$ cat config.mk
export PLATFORM = sky130hd
export DESIGN_NAME = spi_burst_master
export DESIGN_NICKNAME = d
export VERILOG_FILES = /design/src/rtl/spi_burst_pkg.sv /design/src/rtl/spi_byte_fifo.sv /design/src/rtl/spi_burst_engine.sv /design/src/rtl/spi_burst_master.sv
export SDC_FILE = /design/constraint.sdc
export NUM_CORES = 1
export LEC_CHECK = 0
export BUFFER_PORTS_ARGS = -buffer_cell sky130_fd_sc_hd__buf_2
export CORE_MARGIN = 10
export CORE_UTILIZATION = 53
export CTS_BUF_LIST = sky130_fd_sc_hd__clkbuf_8
export DETAILED_ROUTE_END_ITERATION = 8
export HOLD_SLACK_MARGIN = 0.15
export PLACE_DENSITY = 0.69
export SYNTH_ARGS = -nofsm -noshare
export SYNTH_HDL_FRONTEND = slang
export SYNTH_HIERARCHICAL = 1
export SYNTH_SLANG_ARGS = --single-unit
$ cat constraint.sdc
create_clock -name clk_i -period 10.79 [get_ports clk_i]
set_input_delay 0.5395 -clock clk_i [delete_from_list [all_inputs] [get_ports clk_i]]
set_output_delay 0.5395 -clock clk_i [all_outputs]
set_load 0.05 [all_outputs]
$ cat src/rtl/spi_burst_pkg.sv
package spi_burst_pkg;
  typedef enum logic [1:0] {
    ST_IDLE = 2'd0,
    ST_LOW  = 2'd1,
    ST_HIGH = 2'd2,
    ST_TAIL = 2'd3
  } eng_state_e;
endpackage

$ cat src/rtl/spi_byte_fifo.sv
module spi_byte_fifo #(
  parameter int W     = 8,
  parameter int DEPTH = 64
) (
  input  logic                       clk_i,
  input  logic                       rst_ni,
  input  logic                       flush_i,
  input  logic                       wr_i,
  input  logic [W-1:0]               wdata_i,
  input  logic                       rd_i,
  output logic [W-1:0]               rdata_o,
  output logic                       full_o,
  output logic                       empty_o,
  output logic [$clog2(DEPTH):0]     level_o
);
  localparam int AW = $clog2(DEPTH);
  localparam int LW = AW + 1;

  logic [W-1:0]  mem_q [DEPTH];
  logic [AW-1:0] wptr_q, rptr_q;
  logic [LW-1:0] level_q;
  logic          do_wr, do_rd;

  assign full_o  = (level_q == LW'(DEPTH));
  assign empty_o = (level_q == '0);
  assign do_wr   = wr_i && !full_o && !flush_i;
  assign do_rd   = rd_i && !empty_o && !flush_i;
  assign rdata_o = mem_q[rptr_q];
  assign level_o = level_q;

  always_ff @(posedge clk_i or negedge rst_ni) begin
    if (!rst_ni) begin
      wptr_q  <= '0;
      rptr_q  <= '0;
      level_q <= '0;
    end else if (flush_i) begin
      wptr_q  <= '0;
      rptr_q  <= '0;
      level_q <= '0;
    end else begin
      if (do_wr) wptr_q <= wptr_q + AW'(1);
      if (do_rd) rptr_q <= rptr_q + AW'(1);
      case ({do_wr, do_rd})
        2'b10:   level_q <= level_q + LW'(1);
        2'b01:   level_q <= level_q - LW'(1);
        default: level_q <= level_q;
      endcase
    end
  end

  always_ff @(posedge clk_i) begin
    if (do_wr) mem_q[wptr_q] <= wdata_i;
  end

  assert_no_overflow_R4: assert property (@(posedge clk_i) disable iff (!rst_ni)
    level_q <= LW'(DEPTH));
  // full FIFO keeps its level when only a write arrives
  assert_drop_full_R10: assert property (@(posedge clk_i) disable iff (!rst_ni)
    (full_o && wr_i && !rd_i && !flush_i) |=> (level_q == $past(level_q)));
endmodule

$ cat src/rtl/spi_burst_engine.sv
module spi_burst_engine
  import spi_burst_pkg::*;
#(
  parameter int CNT_W = 8,
  parameter int DIV_W = 8
) (
  input  logic             clk_i,
  input  logic             rst_ni,
  input  logic             clear_i,
  input  logic             bus_en_i,
  input  logic             start_i,
  input  logic [CNT_W-1:0] burst_i,
  input  logic [CNT_W-1:0] txcnt_i,
  input  logic [DIV_W-1:0] div_i,
  input  logic             tx_empty_i,
  input  logic [7:0]       tx_data_i,
  output logic             tx_pop_o,
  output logic             rx_push_o,
  output logic [7:0]       rx_data_o,
  output logic             busy_o,
  output logic             sclk_o,
  output logic             mosi_o,
  output logic             cs_n_o,
  input  logic             miso_i
);
  eng_state_e       state_q;
  logic [DIV_W-1:0] div_q, cnt_q;
  logic [CNT_W-1:0] left_q, txleft_q, txleft_sel;
  logic [2:0]       bit_q;
  logic [7:0]       txsh_q, rxsh_q, byte_nxt;
  logic             tick, act, go, load, use_tx, last_bit;

  assign act        = bus_en_i && !clear_i;
  assign tick       = (cnt_q == '0);
  assign last_bit   = (bit_q == 3'd7);
  assign go         = (state_q == ST_IDLE) && start_i && (burst_i != '0);
  assign load       = go || ((state_q == ST_HIGH) && tick && last_bit && (left_q != CNT_W'(1)));
  assign txleft_sel = (state_q == ST_IDLE) ? txcnt_i : txleft_q;
  assign use_tx     = (txleft_sel != '0) && !tx_empty_i;
  assign byte_nxt   = use_tx ? tx_data_i : 8'h00;
  assign tx_pop_o   = act && load && use_tx;
  assign rx_push_o  = act && (state_q == ST_HIGH) && tick && last_bit;
  assign rx_data_o  = rxsh_q;
  assign busy_o     = (state_q != ST_IDLE);
  assign sclk_o     = (state_q == ST_HIGH);
  assign cs_n_o     = (state_q == ST_IDLE);
  assign mosi_o     = (state_q != ST_IDLE) && txsh_q[7];

  always_ff @(posedge clk_i or negedge rst_ni) begin
    if (!rst_ni) begin
      state_q  <= ST_IDLE;
      div_q    <= '0;
      cnt_q    <= '0;
      left_q   <= '0;
      txleft_q <= '0;
      bit_q    <= '0;
      txsh_q   <= '0;
      rxsh_q   <= '0;
    end else if (!act) begin
      state_q <= ST_IDLE;
    end else begin
      if (state_q != ST_IDLE && !tick) cnt_q <= cnt_q - DIV_W'(1);
      if (load) begin
        txsh_q   <= byte_nxt;
        txleft_q <= txleft_sel - CNT_W'(txleft_sel != '0);
        bit_q    <= '0;
      end
      unique case (state_q)
        ST_IDLE: if (go) begin
          state_q <= ST_LOW;
          div_q   <= div_i;
          cnt_q   <= div_i;
          left_q  <= burst_i;
        end
        ST_LOW: if (tick) begin
          state_q <= ST_HIGH;
          cnt_q   <= div_q;
          rxsh_q  <= {rxsh_q[6:0], miso_i};
        end
        ST_HIGH: if (tick) begin
          cnt_q <= div_q;
          if (!last_bit) begin
            bit_q   <= bit_q + 3'd1;
            txsh_q  <= {txsh_q[6:0], 1'b0};
            state_q <= ST_LOW;
          end else if (left_q == CNT_W'(1)) begin
            state_q <= ST_TAIL;
          end else begin
            left_q  <= left_q - CNT_W'(1);
            state_q <= ST_LOW;
          end
        end
        ST_TAIL: if (tick) state_q <= ST_IDLE;
        default: state_q <= ST_IDLE;
      endcase
    end
  end

  assert_idle_bus_R8: assert property (@(posedge clk_i) disable iff (!rst_ni)
    !bus_en_i |=> (cs_n_o && !sclk_o && !mosi_o));
  assert_pop_nonempty_R2: assert property (@(posedge clk_i) disable iff (!rst_ni)
    tx_pop_o |-> !tx_empty_i);
  assert_div_hold_R9: assert property (@(posedge clk_i) disable iff (!rst_ni)
    (busy_o && $past(busy_o) && act) |-> $stable(div_q));
endmodule

$ cat src/rtl/spi_burst_master.sv
module spi_burst_master #(
  parameter int FIFO_DEPTH  = 64,
  parameter int CNT_W       = 8,
  parameter int DIV_W       = 8,
  parameter int SRST_CYCLES = 4
) (
  input  logic                        clk_i,
  input  logic                        rst_ni,
  input  logic                        cfg_en_i,
  input  logic                        cfg_master_i,
  input  logic [DIV_W-1:0]            clk_div_i,
  input  logic                        tx_flush_i,
  input  logic                        rx_flush_i,
  input  logic                        soft_rst_i,
  output logic                        srst_busy_o,
  input  logic                        start_i,
  input  logic [CNT_W-1:0]            burst_cnt_i,
  input  logic [CNT_W-1:0]            tx_cnt_i,
  output logic                        busy_o,
  input  logic                        tx_wr_i,
  input  logic [7:0]                  tx_data_i,
  output logic                        tx_full_o,
  input  logic                        rx_rd_i,
  output logic [7:0]                  rx_data_o,
  output logic [$clog2(FIFO_DEPTH):0] rx_level_o,
  output logic                        rx_ovf_o,
  output logic                        sclk_o,
  output logic                        mosi_o,
  output logic                        cs_n_o,
  input  logic                        miso_i
);
  localparam int SW = $clog2(SRST_CYCLES + 1);
  localparam int LW = $clog2(FIFO_DEPTH) + 1;

  logic [SW-1:0] srst_cnt_q;
  logic          srst_act, tx_empty, tx_pop, rx_push, rx_full, rx_empty, tx_full_unused;
  logic [7:0]    tx_head, rx_byte;
  logic [LW-1:0] tx_level_unused;
  logic          ovf_q;

  assign srst_act    = (srst_cnt_q != '0);
  assign srst_busy_o = srst_act;
  assign rx_ovf_o    = ovf_q;

  always_ff @(posedge clk_i or negedge rst_ni) begin
    if (!rst_ni)                     srst_cnt_q <= '0;
    else if (srst_act)               srst_cnt_q <= srst_cnt_q - SW'(1);
    else if (soft_rst_i)             srst_cnt_q <= SW'(SRST_CYCLES);
  end

  always_ff @(posedge clk_i or negedge rst_ni) begin
    if (!rst_ni)                     ovf_q <= 1'b0;
    else if (srst_act || rx_flush_i) ovf_q <= 1'b0;
    else if (rx_push && rx_full)     ovf_q <= 1'b1;
  end

  spi_byte_fifo #(.W(8), .DEPTH(FIFO_DEPTH)) u_tx_fifo (
    .clk_i, .rst_ni,
    .flush_i (tx_flush_i || srst_act),
    .wr_i    (tx_wr_i),
    .wdata_i (tx_data_i),
    .rd_i    (tx_pop),
    .rdata_o (tx_head),
    .full_o  (tx_full_unused),
    .empty_o (tx_empty),
    .level_o (tx_level_unused)
  );
  assign tx_full_o = tx_full_unused;

  spi_byte_fifo #(.W(8), .DEPTH(FIFO_DEPTH)) u_rx_fifo (
    .clk_i, .rst_ni,
    .flush_i (rx_flush_i || srst_act),
    .wr_i    (rx_push),
    .wdata_i (rx_byte),
    .rd_i    (rx_rd_i),
    .rdata_o (rx_data_o),
    .full_o  (rx_full),
    .empty_o (rx_empty),
    .level_o (rx_level_o)
  );

  spi_burst_engine #(.CNT_W(CNT_W), .DIV_W(DIV_W)) u_engine (
    .clk_i, .rst_ni,
    .clear_i    (srst_act),
    .bus_en_i   (cfg_en_i && cfg_master_i),
    .start_i    (start_i),
    .burst_i    (burst_cnt_i),
    .txcnt_i    (tx_cnt_i),
    .div_i      (clk_div_i),
    .tx_empty_i (tx_empty),
    .tx_data_i  (tx_head),
    .tx_pop_o   (tx_pop),
    .rx_push_o  (rx_push),
    .rx_data_o  (rx_byte),
    .busy_o     (busy_o),
    .sclk_o     (sclk_o),
    .mosi_o     (mosi_o),
    .cs_n_o     (cs_n_o),
    .miso_i     (miso_i)
  );

  assert_srst_abort_R7: assert property (@(posedge clk_i) disable iff (!rst_ni)
    (srst_act && $past(srst_act)) |-> (cs_n_o && !busy_o && rx_empty));
  assert_ovf_on_full_R11: assert property (@(posedge clk_i) disable iff (!rst_ni)
    (rx_push && rx_full && !srst_act && !rx_flush_i) |=> rx_ovf_o);
endmodule

======== After elaboration in Yosys (flattened, before gate mapping) ========
Memory sizes are Yosys's and may differ from the RTL's.
Cells that the tools add are included.
storage, ports and cells
  bits in registers ....................... 95
  bits in writable memories ............... 1024
  bits of input ports ..................... 43
  output and inout port bits .............. 22
  logic and storage cells ................. 156
  memories ................................ 2
memories
  memory           depth  bits a word  read ports  clocked after Yosys merged registers in  write ports  line                 source
  u_rx_fifo.mem_q  64     8            1           0                                        1            spi_byte_fifo.sv:19  logic [W-1:0] mem_q [DEPTH];
  u_tx_fifo.mem_q  64     8            1           0                                        1            spi_byte_fifo.sv:19
cells by class
  add/subtract/negate cells ............... 13
  equal/unequal tests ..................... 20
  mux-type cells .......................... 47
  reductions and logical operators ........ 58
operator list
  operator                                          count
  two-way mux 8 bit                                 13
  two-way mux 6 bit                                 8
  case mux 8 bit (2 select lines)                   2
  case mux 7 bit (2 select lines)                   2
  adder 6 x 1 -> 6 bit, second input constant       4
  logical AND 1 bit                                 24
  two-way mux 3 bit                                 6
  nonzero test 2 bit                                8
  nonzero test 8 bit                                2
  subtractor 8 x 1 -> 8 bit, second input constant  2
  adder 7 x 1 -> 7 bit, second input constant       2
  == test 7 bit, second input constant              2
  zero test 7 bit                                   2
  two-way mux 2 bit                                 7
  two-way mux 7 bit                                 2
  subtractor 7 x 1 -> 7 bit, second input constant  2
  != test 3 x 2 -> 1 bit, second input constant     3
  nonzero test 3 bit                                3
  == test 2 bit, second input constant              4
  == test 8 x 1 -> 1 bit, second input constant     1
  zero test 1 bit                                   8
  zero test 8 bit                                   1
  != test 8 x 1 -> 1 bit, second input constant     1
  case mux 2 bit (4 select lines)                   1
  16 further kinds                                  28

======== Logic depth before layout (Yosys ltp) ========
Gate-level depths: netlist of the first run.
  word-level depth ........................ 12
  depth in mapped cells ................... 16

======== Hierarchy ========
Netlist of the first run, hierarchy kept.
by module, submodules not included
  module            instances  cells an instance  area an instance (µm²)  seq. area each (µm²)
  spi_byte_fifo     2          1026               20938.8                 15850.2
  spi_burst_engine  1          352                3354.5                  1326.3
  spi_burst_master  1          24                 226.5                   100.1

======== Worst setup path after synthesis of the first run ========
OpenSTA, ideal clock, no wires.
  path kind ............................... register to register
  from .................................... register u_engine.state_q[0]
  to ...................................... register u_tx_fifo.level_q[6], in the netlist u_tx_fifo/level_o[6]
  setup time .............................. 0.125 ns
  arrival time ............................ 4.436 ns
  required time ........................... 10.665 ns
  path slack .............................. 6.229 ns
  stages on the path, launching flop included .. 17
  buffers on the path ..................... 2
  cells stage by stage .................... dfrtp_1 inv_1 ha_1 buf_2 mux2i_1 o21ai_0 o21ba_2 clkbuf_1 nor2b_1 o41ai_4 nor3_1 ha_1 a211oi_1 o21bai_1 a21oi_1 mux2i_1 mux2_2
on the way
  elaborated cells between the ends (all ways) .. 20
RTL lines
  item                                                       line                    source
  start, declared                                            spi_burst_engine.sv:26  eng_state_e state_q;
  start signal, assigned                                     spi_burst_engine.sv:51  state_q <= ST_IDLE;
  start signal, assigned                                     spi_burst_engine.sv:60  state_q <= ST_IDLE;
  start signal, assigned                                     spi_burst_engine.sv:70  state_q <= ST_LOW;
  zero test 2 bit *                                          -
  named net cs_n_o                                           spi_burst_master.sv:29  output logic cs_n_o,
  branches (longest 4 deep; another with two-way mux 8 bit)  -
  logical AND 1 bit *                                        spi_burst_engine.sv:41  assign tx_pop_o = act && load && use_tx;
  named net tx_pop                                           spi_burst_master.sv:36  logic srst_act, tx_empty, tx_pop, rx_push, rx_full, rx_empty, tx_full_unused;
  logical AND 1 bit * (2 in a row)                           spi_byte_fifo.sv:27     assign do_rd = rd_i && !empty_o && !flush_i;
  == test 2 x 1 -> 1 bit or == test 2 bit (tied branches)    spi_byte_fifo.sv:43     case ({do_wr, do_rd})
  case mux 7 bit (2 select lines)                            spi_byte_fifo.sv:43
  two-way mux 7 bit                                          spi_byte_fifo.sv:36     end else if (flush_i) begin
  end signal, assigned                                       spi_byte_fifo.sv:44     2'b10: level_q <= level_q + LW'(1);
  end signal, assigned                                       spi_byte_fifo.sv:45     2'b01: level_q <= level_q - LW'(1);
  end signal, assigned                                       spi_byte_fifo.sv:46     default: level_q <= level_q;
  end, declared                                              spi_byte_fifo.sv:21     logic [LW-1:0] level_q;
Mark *: on every way through the listed nets, which the timed path passes.
A chain may end at the register's enable or synchronous reset.

======== Worst setup path in the final report of the first run ========
  from .................................... register srst_cnt_q[0]
  to ...................................... register u_tx_fifo.level_q[6], in the netlist u_tx_fifo/level_o[6]
on the way
  cells in the longest elaborated chain, start to end .. 10
  elaborated cells between the ends (all ways) .. 15
ends and longest elaborated chain
  item                                                     line                    source
  start, declared                                          spi_burst_master.sv:35  logic [SW-1:0] srst_cnt_q;
  start signal, assigned                                   spi_burst_master.sv:47  else if (srst_act) srst_cnt_q <= srst_cnt_q - SW'(1);
  start signal, assigned                                   spi_burst_master.sv:48  else if (soft_rst_i) srst_cnt_q <= SW'(SRST_CYCLES);
  nonzero test 3 bit *                                     spi_burst_master.sv:41  assign srst_act = (srst_cnt_q != '0);
  zero test 1 bit *                                        spi_burst_engine.sv:33  assign act = bus_en_i && !clear_i;
  logical AND 1 bit *                                      spi_burst_engine.sv:33
  logical AND 1 bit * (2 in a row)                         spi_burst_engine.sv:41
  named net tx_pop                                         spi_burst_master.sv:36
  logical AND 1 bit * (2 in a row)                         spi_byte_fifo.sv:27
  == test 2 x 1 -> 1 bit or == test 2 bit (tied branches)  spi_byte_fifo.sv:43
  case mux 7 bit (2 select lines)                          spi_byte_fifo.sv:43
  two-way mux 7 bit                                        spi_byte_fifo.sv:36
Mark *: on every way through the listed nets, which the timed path passes. The rest lies on a longest branch.

==> tab_implementation.tex, run 1 <==
\begin{tabular}{lr}
\hline
Metric & Value \\
\hline
\multicolumn{2}{l}{\textbf{Yosys}} \\
Post-synthesis cell count & 2,427 \\
Netlist area before placement & 45,500 µm² \\
Yosys warns & 6 \\
Mean cell area of the mapped netlist & 18.7 µm² \\
Number of nets in the synthesized netlist & 2,502 \\
\multicolumn{2}{l}{\textbf{Clocking}} \\
Clk Tree Root Cell & clkbuf\_8 \\
Maximum number of buffers from clock root to sink & 3 \\
Clock tree from TritonCTS & done \\
Clk\_lat worst skew & 0.82 ns \\
Clk pin slew, worst setup/hold paths & 0.06 ns \\
Number of H-tree branching levels & 4 \\
Clk sink count & 1,119 \\
Post-CTS setup-driven buffer insertion count & 0 \\
Cts bufs inserted & 173 \\
\multicolumn{2}{l}{\textbf{Timing}} \\
Fmax & 170 MHz \\
Setup ws final & 4.90 ns \\
Final Critical Period & 5.89 ns \\
Final sum of negative setup slack & 0 ns \\
Fin. max-slew vios & 0 \\
Hold Vio Cnt, Final & 0 \\
Final critical-path share of the clock period & 54.6\% \\
Unrepaired setup endpoints after global routing & no \\
Largest clock skew in the final design & 0.0326 ns \\
Final Setup Violations & 0 \\
Pin slew with the least headroom to its limit & 1.26 ns \\
Normalized max-slew margin & 15.7\% \\
\multicolumn{2}{l}{\textbf{Routing}} \\
Detail-routed via count per cell & 6.21 \\
Total wire length & 99.1 mm \\
DRT Pass-1 Iters & 6 \\
DRC errors left & 0 \\
Vias after detailed routing & 23,900 \\
Antenna-violating nets left & 0 \\
Iteration-0 DRC count of the detailed router & 2,428 \\
Routed wire length per instance & 25.7 µm \\
\multicolumn{2}{l}{\textbf{Worst setup path}} \\
Required time of the worst setup path & 11.49 ns \\
Setup CP Type & register to register \\
Standard cell with the maximum stage delay on the critical path & a211oi\_2 \\
Most used cell, CP & ha\_1 \\
Cells along the critical path & nor2\_1 > ha\_1 > inv\_1 > nand2b\_1 > a211oi\_2 > a21oi\_2 > nor2b\_1 > o41ai\_4 > nor3\_1 > ha\_1 > a211oi\_1 > o21bai\_1 > a21oi\_1 > mux2i\_1 > mux2\_2 \\
Kind of end point of the critical path & register \\
Highest cell delay on the worst timing path & 0.96 ns \\
Largest fanout on the critical path & 18 \\
CP startpoint kind & register \\
Critical path data arrival time & 6.59 ns \\
\multicolumn{2}{l}{\textbf{Floorplan}} \\
Boundary Pins & 65 \\
Total Die Area & 97,900 µm² \\
Die extent in y & 313 µm \\
Placeable core region & 85,100 µm² \\
Cell row count & 107 \\
Starting utilization of the core area & 53.4\% \\
Die X & 313 µm \\
\multicolumn{2}{l}{\textbf{GRT}} \\
Via count of the first global-routing pass & 24,400 \\
Global-route congestion overflow total & 0 \\
Tot GR Track Use & 20.2\% \\
Antenna violations before repair & 1 \\
Pin count of the biggest net entering global routing & 67 \\
First-pass GRT wire length & 152 mm \\
\multicolumn{2}{l}{\textbf{Finish}} \\
Growth of design area from synthesis to finish & 10.6\% \\
Number of standard cells in the layout, taps in and fillers out & 3,854 \\
Fraction of final layout cells sized beyond drive strength 1 & 23.8\% \\
Net count, final & 2,649 \\
Core utilization of the finished layout & 59.0\% \\
\multicolumn{2}{l}{\textbf{Place}} \\
Half-perimeter wire length of the detailed placement result & 60.0 mm \\
GPL Wtd Cong & 0.838 \\
Number of cells in the design after placement & 3,517 \\
\# port buffers & 64 \\
Pre-CTS setup slack & 5.06 ns \\
\multicolumn{2}{l}{\textbf{Status}} \\
Run status & completed \\
\multicolumn{2}{l}{\textbf{Pwr}} \\
Ratio of total power to cell area & 169 nW/µm² \\
Total power consumption of the routed design & 8.51 mW \\
Standby leakage power & 15.6 nW \\
Maximum vdd ir drop & 202 µV \\
\multicolumn{2}{l}{\textbf{Job}} \\
Reported max-cap violation count & 0 \\
\multicolumn{2}{l}{\textbf{Min path}} \\
Hold crit path type & input port to register \\
\hline
\end{tabular}
[flip-flops by register name, summed over array words and instances, names as in the netlist]
| name | cells |
|---|---|
| u_engine/txleft_q | 8 |
| u_engine/bit_q | 3 |
| srst_cnt_q | 3 |
| u_tx_fifo/level_o | 7 |
| u_engine/rx_data_o | 8 |
| u_rx_fifo/rptr_q | 6 |
| u_rx_fifo/wptr_q | 6 |
| u_engine/txsh_q | 8 |
| u_engine/left_q | 8 |
| u_engine/state_q | 2 |
| u_rx_fifo/level_o | 7 |
| u_rx_fifo/mem_q | 512 |
| u_engine/cnt_q | 8 |
| u_tx_fifo/wptr_q | 6 |
| rx_ovf_o | 1 |
| u_tx_fifo/rptr_q | 6 |
| u_engine/div_q | 8 |
| u_tx_fifo/mem_q | 512 |
[power breakdown]
group | internal (mW) | total [mW] | switching, mW
Sequential | 4.78 | 4.86 | 0.0815
Combinational | 0.160 | 0.408 | 0.248
Clock | 1.63 | 3.23 | 1.60
Total | 6.57 | 8.51 | 1.93
[what timing repair did]
item / 4_1_cts / 5_1_grt
hold buffers: 26 / 0
gates resized for setup: 0 / 0
endpoints found under the hold margin: 114 / 0
[final timing paths]
check | start | endpoint | slack, ns | cells past startpoint
max reg2reg | srst_cnt_q[0]$_DFFE_PN0P_ | u_tx_fifo/level_o[6]$_DFFE_PN0P_ | 4.90 | 15
max | srst_cnt_q[0]$_DFFE_PN0P_ | u_tx_fifo/level_o[6]$_DFFE_PN0P_ | 4.90 | 15
min | tx_cnt_i[5] | u_engine/txleft_q[5]$_DFFE_PN0P_ | 0.25 | 4
min reg2reg | u_engine/cnt_q[1]$_DFFE_PN0P_ | u_engine/cnt_q[1]$_DFFE_PN0P_ | 0.48 | 1
max in group asynchronous | rst_ni | u_engine/rx_data_o[7]$_DFFE_PN0P_ | 9.25 | 3
min in group asynchronous | rst_ni | u_rx_fifo/level_o[1]$_DFFE_PN0P_ | 0.31 | 2
[worst max-delay path, delay by kind of cell, from the launching register on]
family                   cells  cell delay, ns
adder cells (fa/ha/maj)      2            0.74
buffers and inverters        1            0.11
AO/OA/AOI/OAI                6            2.17
flip-flops                   1            0.41
multiplexers                 2            0.57
AND/OR/NAND/NOR              4            1.79
[stage by stage]
| stage | area [µm²] | hold WS [ns] |
|---|---|---|
| after floorplan | 45500 | 0.244 |
| after global placement | 46900 | 0.460 |
| after detailed placement | 46900 | 0.468 |
| after CTS | 50300 | 0.152 |
| after global routing | 50300 | 0.226 |
| final | 50300 | 0.248 |
[cells in the final DEF, fill, tap and decap left out, types with 17 or more instances in the layout]
cell type	count
a22oi_1	59
inv_1	77
mux2_2	17
nor2_1	185
a21oi_1	43
mux2i_1	29
a221oi_1	26
edfxtp_1	1024
buf_4	33
nor2b_1	19
a22o_1	24
or4_1	18
buf_2	63
ha_1	30
dlygate4sd3_1	26
nand2_1	64
clkinv_1	34
clkinv_2	18
mux4_2	256
nand3_1	37
dfrtp_1	83
clkbuf_8	181
o21ai_0	36
nor3_1	29
[per-layer routing]
| metal | track usage, % | share of wire [%] | up-vias |
|---|---|---|---|
| met5 | 0 | 0 | - |
| met4 | 6.77 | 2.4 | 0 |
| met3 | 3.63 | 6.2 | 170 |
| met2 | 33.8 | 51 | 962 |
| met1 | 26.7 | 40 | 12500 |
| li1 | - | - | 10300 |
[area by class of cell]
| cell class | instances | area, µm² |
|---|---|---|
| fill | 6251 | 34900 |
| sequential | 1119 | 33200 |
| multi-input combinational | 1140 | 11600 |
| clock buffer | 181 | 2490 |
| tap | 1144 | 1430 |
| timing repair buffer | 122 | 823 |
| clock inverter | 129 | 662 |
| inverter | 18 | 67.6 |
| antenna | 1 | 2.50 |
(Power assumes the default switching activity.)
==> run 2: changes to the inputs <==
--- a/config.mk
+++ b/config.mk
@@ -5,6 +5,7 @@
 export SDC_FILE = /design/constraint.sdc
 export NUM_CORES = 1
 export LEC_CHECK = 0
+export ABC_AREA = 1
 export BUFFER_PORTS_ARGS = -buffer_cell sky130_fd_sc_hd__buf_2
 export CORE_MARGIN = 10
 export CORE_UTILIZATION = 53
==> constraint.sdc (replaced) <==
create_clock -name clk_i -period 6.2 [get_ports clk_i]
set_input_delay 0.31 -clock clk_i [delete_from_list [all_inputs] [get_ports clk_i]]
set_output_delay 0.31 -clock clk_i [all_outputs]
set_load 0.05 [all_outputs]
==> run 2 against run 1 <==
Area after synthesis is 6.8% higher. Sequential share of layout area is 3.0 points lower. Wire length is 20% higher. Combinational power is 130% higher. Core utilization is 0.75 points lower. Final cell count is 51% higher. Maximum frequency is 30% higher. Critical path type unchanged. Critical endpoint is now u_rx_fifo/mem_q[2][2]$_DFFE_PP_.
==> tab_implementation.tex, run 2 <==
\begin{tabular}{lr}
\hline
Metric & Value \\
\hline
\multicolumn{2}{l}{\textbf{Finish}} \\
Top Registers & u\_rx\_fifo/mem\_q x512, u\_tx\_fifo/mem\_q x512 \\
Number of standard cells in the layout, taps in and fillers out & 5,812 \\
Most common cell after layout, fill and taps aside & nand2\_1 \\
Growth of design area from synthesis to finish & 8.61\% \\
Total of fill cells in the finished design & 7,393 \\
Top library cells by usage in the layout, fill and taps aside & nand2\_1 (1,523), edfxtp\_1 (1,024), nand3\_1 (934) \\
Fraction of final layout cells sized beyond drive strength 1 & 8.87\% \\
Net count, final & 4,570 \\
\multicolumn{2}{l}{\textbf{Routing}} \\
Total wire length & 118 mm \\
Vias after detailed routing & 32,900 \\
DRT Pass-1 Iters & 5 \\
Detail-routed via count per cell & 5.67 \\
DRC errors left & 0 \\
Iteration-0 DRC count of the detailed router & 3,400 \\
Antenna-violating nets left & 0 \\
Routed wire length per instance & 20.4 µm \\
\multicolumn{2}{l}{\textbf{Timing}} \\
Final Setup Violations & 0 \\
Pin slew with the least headroom to its limit & 1.37 ns \\
Fmax & 220 MHz \\
Final sum of negative setup slack & 0 ns \\
Final critical-path share of the clock period & 73.3\% \\
Setup ws final & 1.66 ns \\
Final Critical Period & 4.54 ns \\
Largest clock skew in the final design & 0.0425 ns \\
Fin. max-slew vios & 0 \\
Hold Vio Cnt, Final & 0 \\
Normalized max-slew margin & 8.05\% \\
Unrepaired setup endpoints after global routing & no \\
\multicolumn{2}{l}{\textbf{Worst setup path}} \\
CP startpoint kind & register \\
Worst reg-to-reg setup slack & 1.66 ns \\
Worst Reg2Reg Path Length in Cells & 10 \\
Standard cell with the maximum stage delay on the critical path & nor2\_1 \\
Kind of end point of the critical path & register \\
Setup CP Type & register to register \\
Most used cell, CP & nor2\_1 \\
Critical register-to-register path endpoint & u\_rx\_fifo/mem\_q[2][2]\$\_DFFE\_PP\_ \\
Start of the worst register-to-register path & srst\_cnt\_q[0]\$\_DFFE\_PN0P\_ \\
Required time of the worst setup path & 6.67 ns \\
Critical path data arrival time & 5.01 ns \\
Cells along the critical path & nor2\_1 > ha\_1 > inv\_1 > nor2\_4 > inv\_1 > nor2\_1 > nand3\_4 > inv\_2 > nand4\_1 > nor2\_1 \\
Largest fanout on the critical path & 20 \\
Highest cell delay on the worst timing path & 0.82 ns \\
\multicolumn{2}{l}{\textbf{Floorplan}} \\
Die X & 323 µm \\
Placeable core region & 90,400 µm² \\
Cell row count & 110 \\
Boundary Pins & 65 \\
Total Die Area & 104,000 µm² \\
Starting utilization of the core area & 53.7\% \\
Die extent in y & 323 µm \\
\multicolumn{2}{l}{\textbf{Place}} \\
Pre-CTS setup slack & 1.79 ns \\
Number of cells in the design after placement & 5,447 \\
Half-perimeter wire length of the detailed placement result & 67.8 mm \\
\# port buffers & 64 \\
GPL Wtd Cong & 0.886 \\
\multicolumn{2}{l}{\textbf{GRT}} \\
Via count of the first global-routing pass & 31,500 \\
Tot GR Track Use & 22.5\% \\
Global-route congestion overflow total & 0 \\
First-pass GRT wire length & 181 mm \\
Pin count of the biggest net entering global routing & 128 \\
Antenna violations before repair & 2 \\
\multicolumn{2}{l}{\textbf{Yosys}} \\
Count of flip-flops with a built-in enable after synthesis & 1,024 \\
Number of nets in the synthesized netlist & 4,486 \\
Synth top area share & 63.4\% \\
Yosys warns & 6 \\
Share of the yosys chip area belonging to registers & 68.2\% \\
Cell type with the largest total area after synthesis & edfxtp\_1 \\
Most used flip-flop cell after synthesis & edfxtp\_1 \\
Mean cell area of the mapped netlist & 11.0 µm² \\
Cell with the most instances after synthesis & nand2\_1 \\
Synth top area cells & edfxtp\_1 (63\%), nand2\_1 (12\%), nand3\_1 (9.6\%) \\
Synth cell types & 49 \\
Ranking of synthesized cells by instance count & nand2\_1 (1,523), edfxtp\_1 (1,024), nand3\_1 (934), nor2\_1 (182), buf\_2 (124) \\
Post-synthesis cell count & 4,411 \\
Netlist area before placement & 48,500 µm² \\
Async SR Flop Fraction & 8.49\% \\
Post-synthesis register bit count & 1,119 \\
\multicolumn{2}{l}{\textbf{Status}} \\
Run status & completed \\
\multicolumn{2}{l}{\textbf{Min path}} \\
Cell depth of the worst min-delay path & 3 \\
Hold wc startpoint & clk\_div\_i[4] \\
Hold worst-path end & u\_engine/div\_q[4]\$\_DFFE\_PN0P\_ \\
Hold crit path type & input port to register \\
\multicolumn{2}{l}{\textbf{Clocking}} \\
Clk Tree Root Cell & clkbuf\_8 \\
Clk pin slew, worst setup/hold paths & 0.06 ns \\
CTS-repair resized insts & 0 \\
Clock tree from TritonCTS & done \\
Maximum number of buffers from clock root to sink & 3 \\
Clk sink count & 1,119 \\
Clk\_lat worst skew & 0.88 ns \\
Cts bufs inserted & 174 \\
Number of H-tree branching levels & 4 \\
\multicolumn{2}{l}{\textbf{Job}} \\
Reported max-cap violation count & 0 \\
\multicolumn{2}{l}{\textbf{Pwr}} \\
Maximum vdd ir drop & 240 µV \\
Standby leakage power & 19.7 nW \\
Ratio of total power to cell area & 285 nW/µm² \\
\hline
\end{tabular}
## run 2: changes by cell type in the layout (fill, tap and decap cells not counted), moves of 19 or more
cell | before | now
inv_1 | 77 | 165
dlygate4sd3_1 | 26 | 47
nor2b_1 | 19 | 0
mux2i_1 | 29 | 3
a221oi_1 | 26 | 0
nand3_1 | 37 | 934
a22oi_1 | 59 | 0
nand2_1 | 64 | 1523
o21ai_0 | 36 | 58
a22o_1 | 24 | 0
mux4_2 | 256 | 0
## run 2: cells by family (layout without fill, tap and decap cells)
family	count (synthesis)	in the layout	share of synthesized area (%)
buffers and inverters	368	590	4.32
AND/OR/NAND/NOR	2731	2731	24.5
flip-flops	1119	1119	68.2
adder cells (fa/ha/maj)	32	32	0.856
XOR/XNOR	24	24	0.433
multiplexers	11	11	0.247
other	0	3	0
AO/OA/AOI/OAI	126	126	1.40
## run 2: final cells by class
cell class / count / area, µm² / share of cell area (%)
Clock inverter: 135 / 659 / 1.25
Clock buffer: 179 / 2460 / 4.67
Tap cell: 1176 / 1470 / 2.79
Multi-Input combinational cell: 2924 / 13300 / 25.3
Antenna cell: 3 / 7.51 / 0.0142
Timing Repair Buffer: 150 / 1140 / 2.16
Inverter: 126 / 493 / 0.935
Sequential cell: 1119 / 33200 / 62.9
## run 2: how the worst max path moves through the flow
stage	cells past startpoint	slack (ns)	from	to
6_report	10	1.66	srst_cnt_q[0]$_DFFE_PN0P_	u_rx_fifo/mem_q[2][2]$_DFFE_PP_
5_1_grt	10	1.48	srst_cnt_q[0]$_DFFE_PN0P_	u_rx_fifo/mem_q[34][1]$_DFFE_PP_
4_1_cts	10	1.78	srst_cnt_q[0]$_DFFE_PN0P_	u_rx_fifo/mem_q[2][1]$_DFFE_PP_
3_5_place_dp	10	1.79	srst_cnt_q[0]$_DFFE_PN0P_	u_rx_fifo/mem_q[2][1]$_DFFE_PP_
3_3_place_gp	10	1.92	srst_cnt_q[0]$_DFFE_PN0P_	u_rx_fifo/mem_q[58][1]$_DFFE_PP_
2_1_floorplan	13	2.42	srst_cnt_q[0]$_DFFE_PN0P_	u_rx_fifo/mem_q[40][0]$_DFFE_PP_
## run 2: repair_timing
action                                 CTS  global route
endpoints found under the hold margin  390             0
hold buffers                            48             0
buffers inserted                         0             0
## run 2: per-layer routing
| layer | track usage, % | vias to the layer above | share of wire (%) |
|---|---|---|---|
| li1 | - | 15500 | - |
| met1 | 29.5 | 15900 | 40 |
| met2 | 37.0 | 1335 | 48 |
| met3 | 3.65 | 270 | 7.3 |
| met4 | 9.75 | 0 | 3.7 |
| met5 | 0 | - | 0 |
## run 2: stage by stage
stage / cell area (µm²) / util [%] / hold WS, ns / power [mW]
4_1_cts: 52700 / 58.3 / 0.180 / 15.1
3_5_place_dp: 49100 / 54.3 / 0.280 / 9.49
3_3_place_gp: 49100 / 54.3 / 0.283 / 9.46
5_1_grt: 52700 / 58.3 / 0.225 / 15.6
6_report: 52700 / 58.3 / 0.244 / 15.0
2_1_floorplan: 48500 / - / 0.0144 / 9.22
## run 2: power breakdown
part | internal (mW) | switching [mW]
registers | 8.33 | 0.115
clock network | 2.80 | 2.84
logic | 0.299 | 0.638
total | 11.4 | 3.59
## run 2: worst max-delay path, delay by kind of cell (launching register included)
family / cells / cell delay, ns
buffers and inverters: 3 / 0.77
adders and majority gates: 1 / 0.28
and+or+nand+nor: 6 / 2.73
DFF: 1 / 0.38
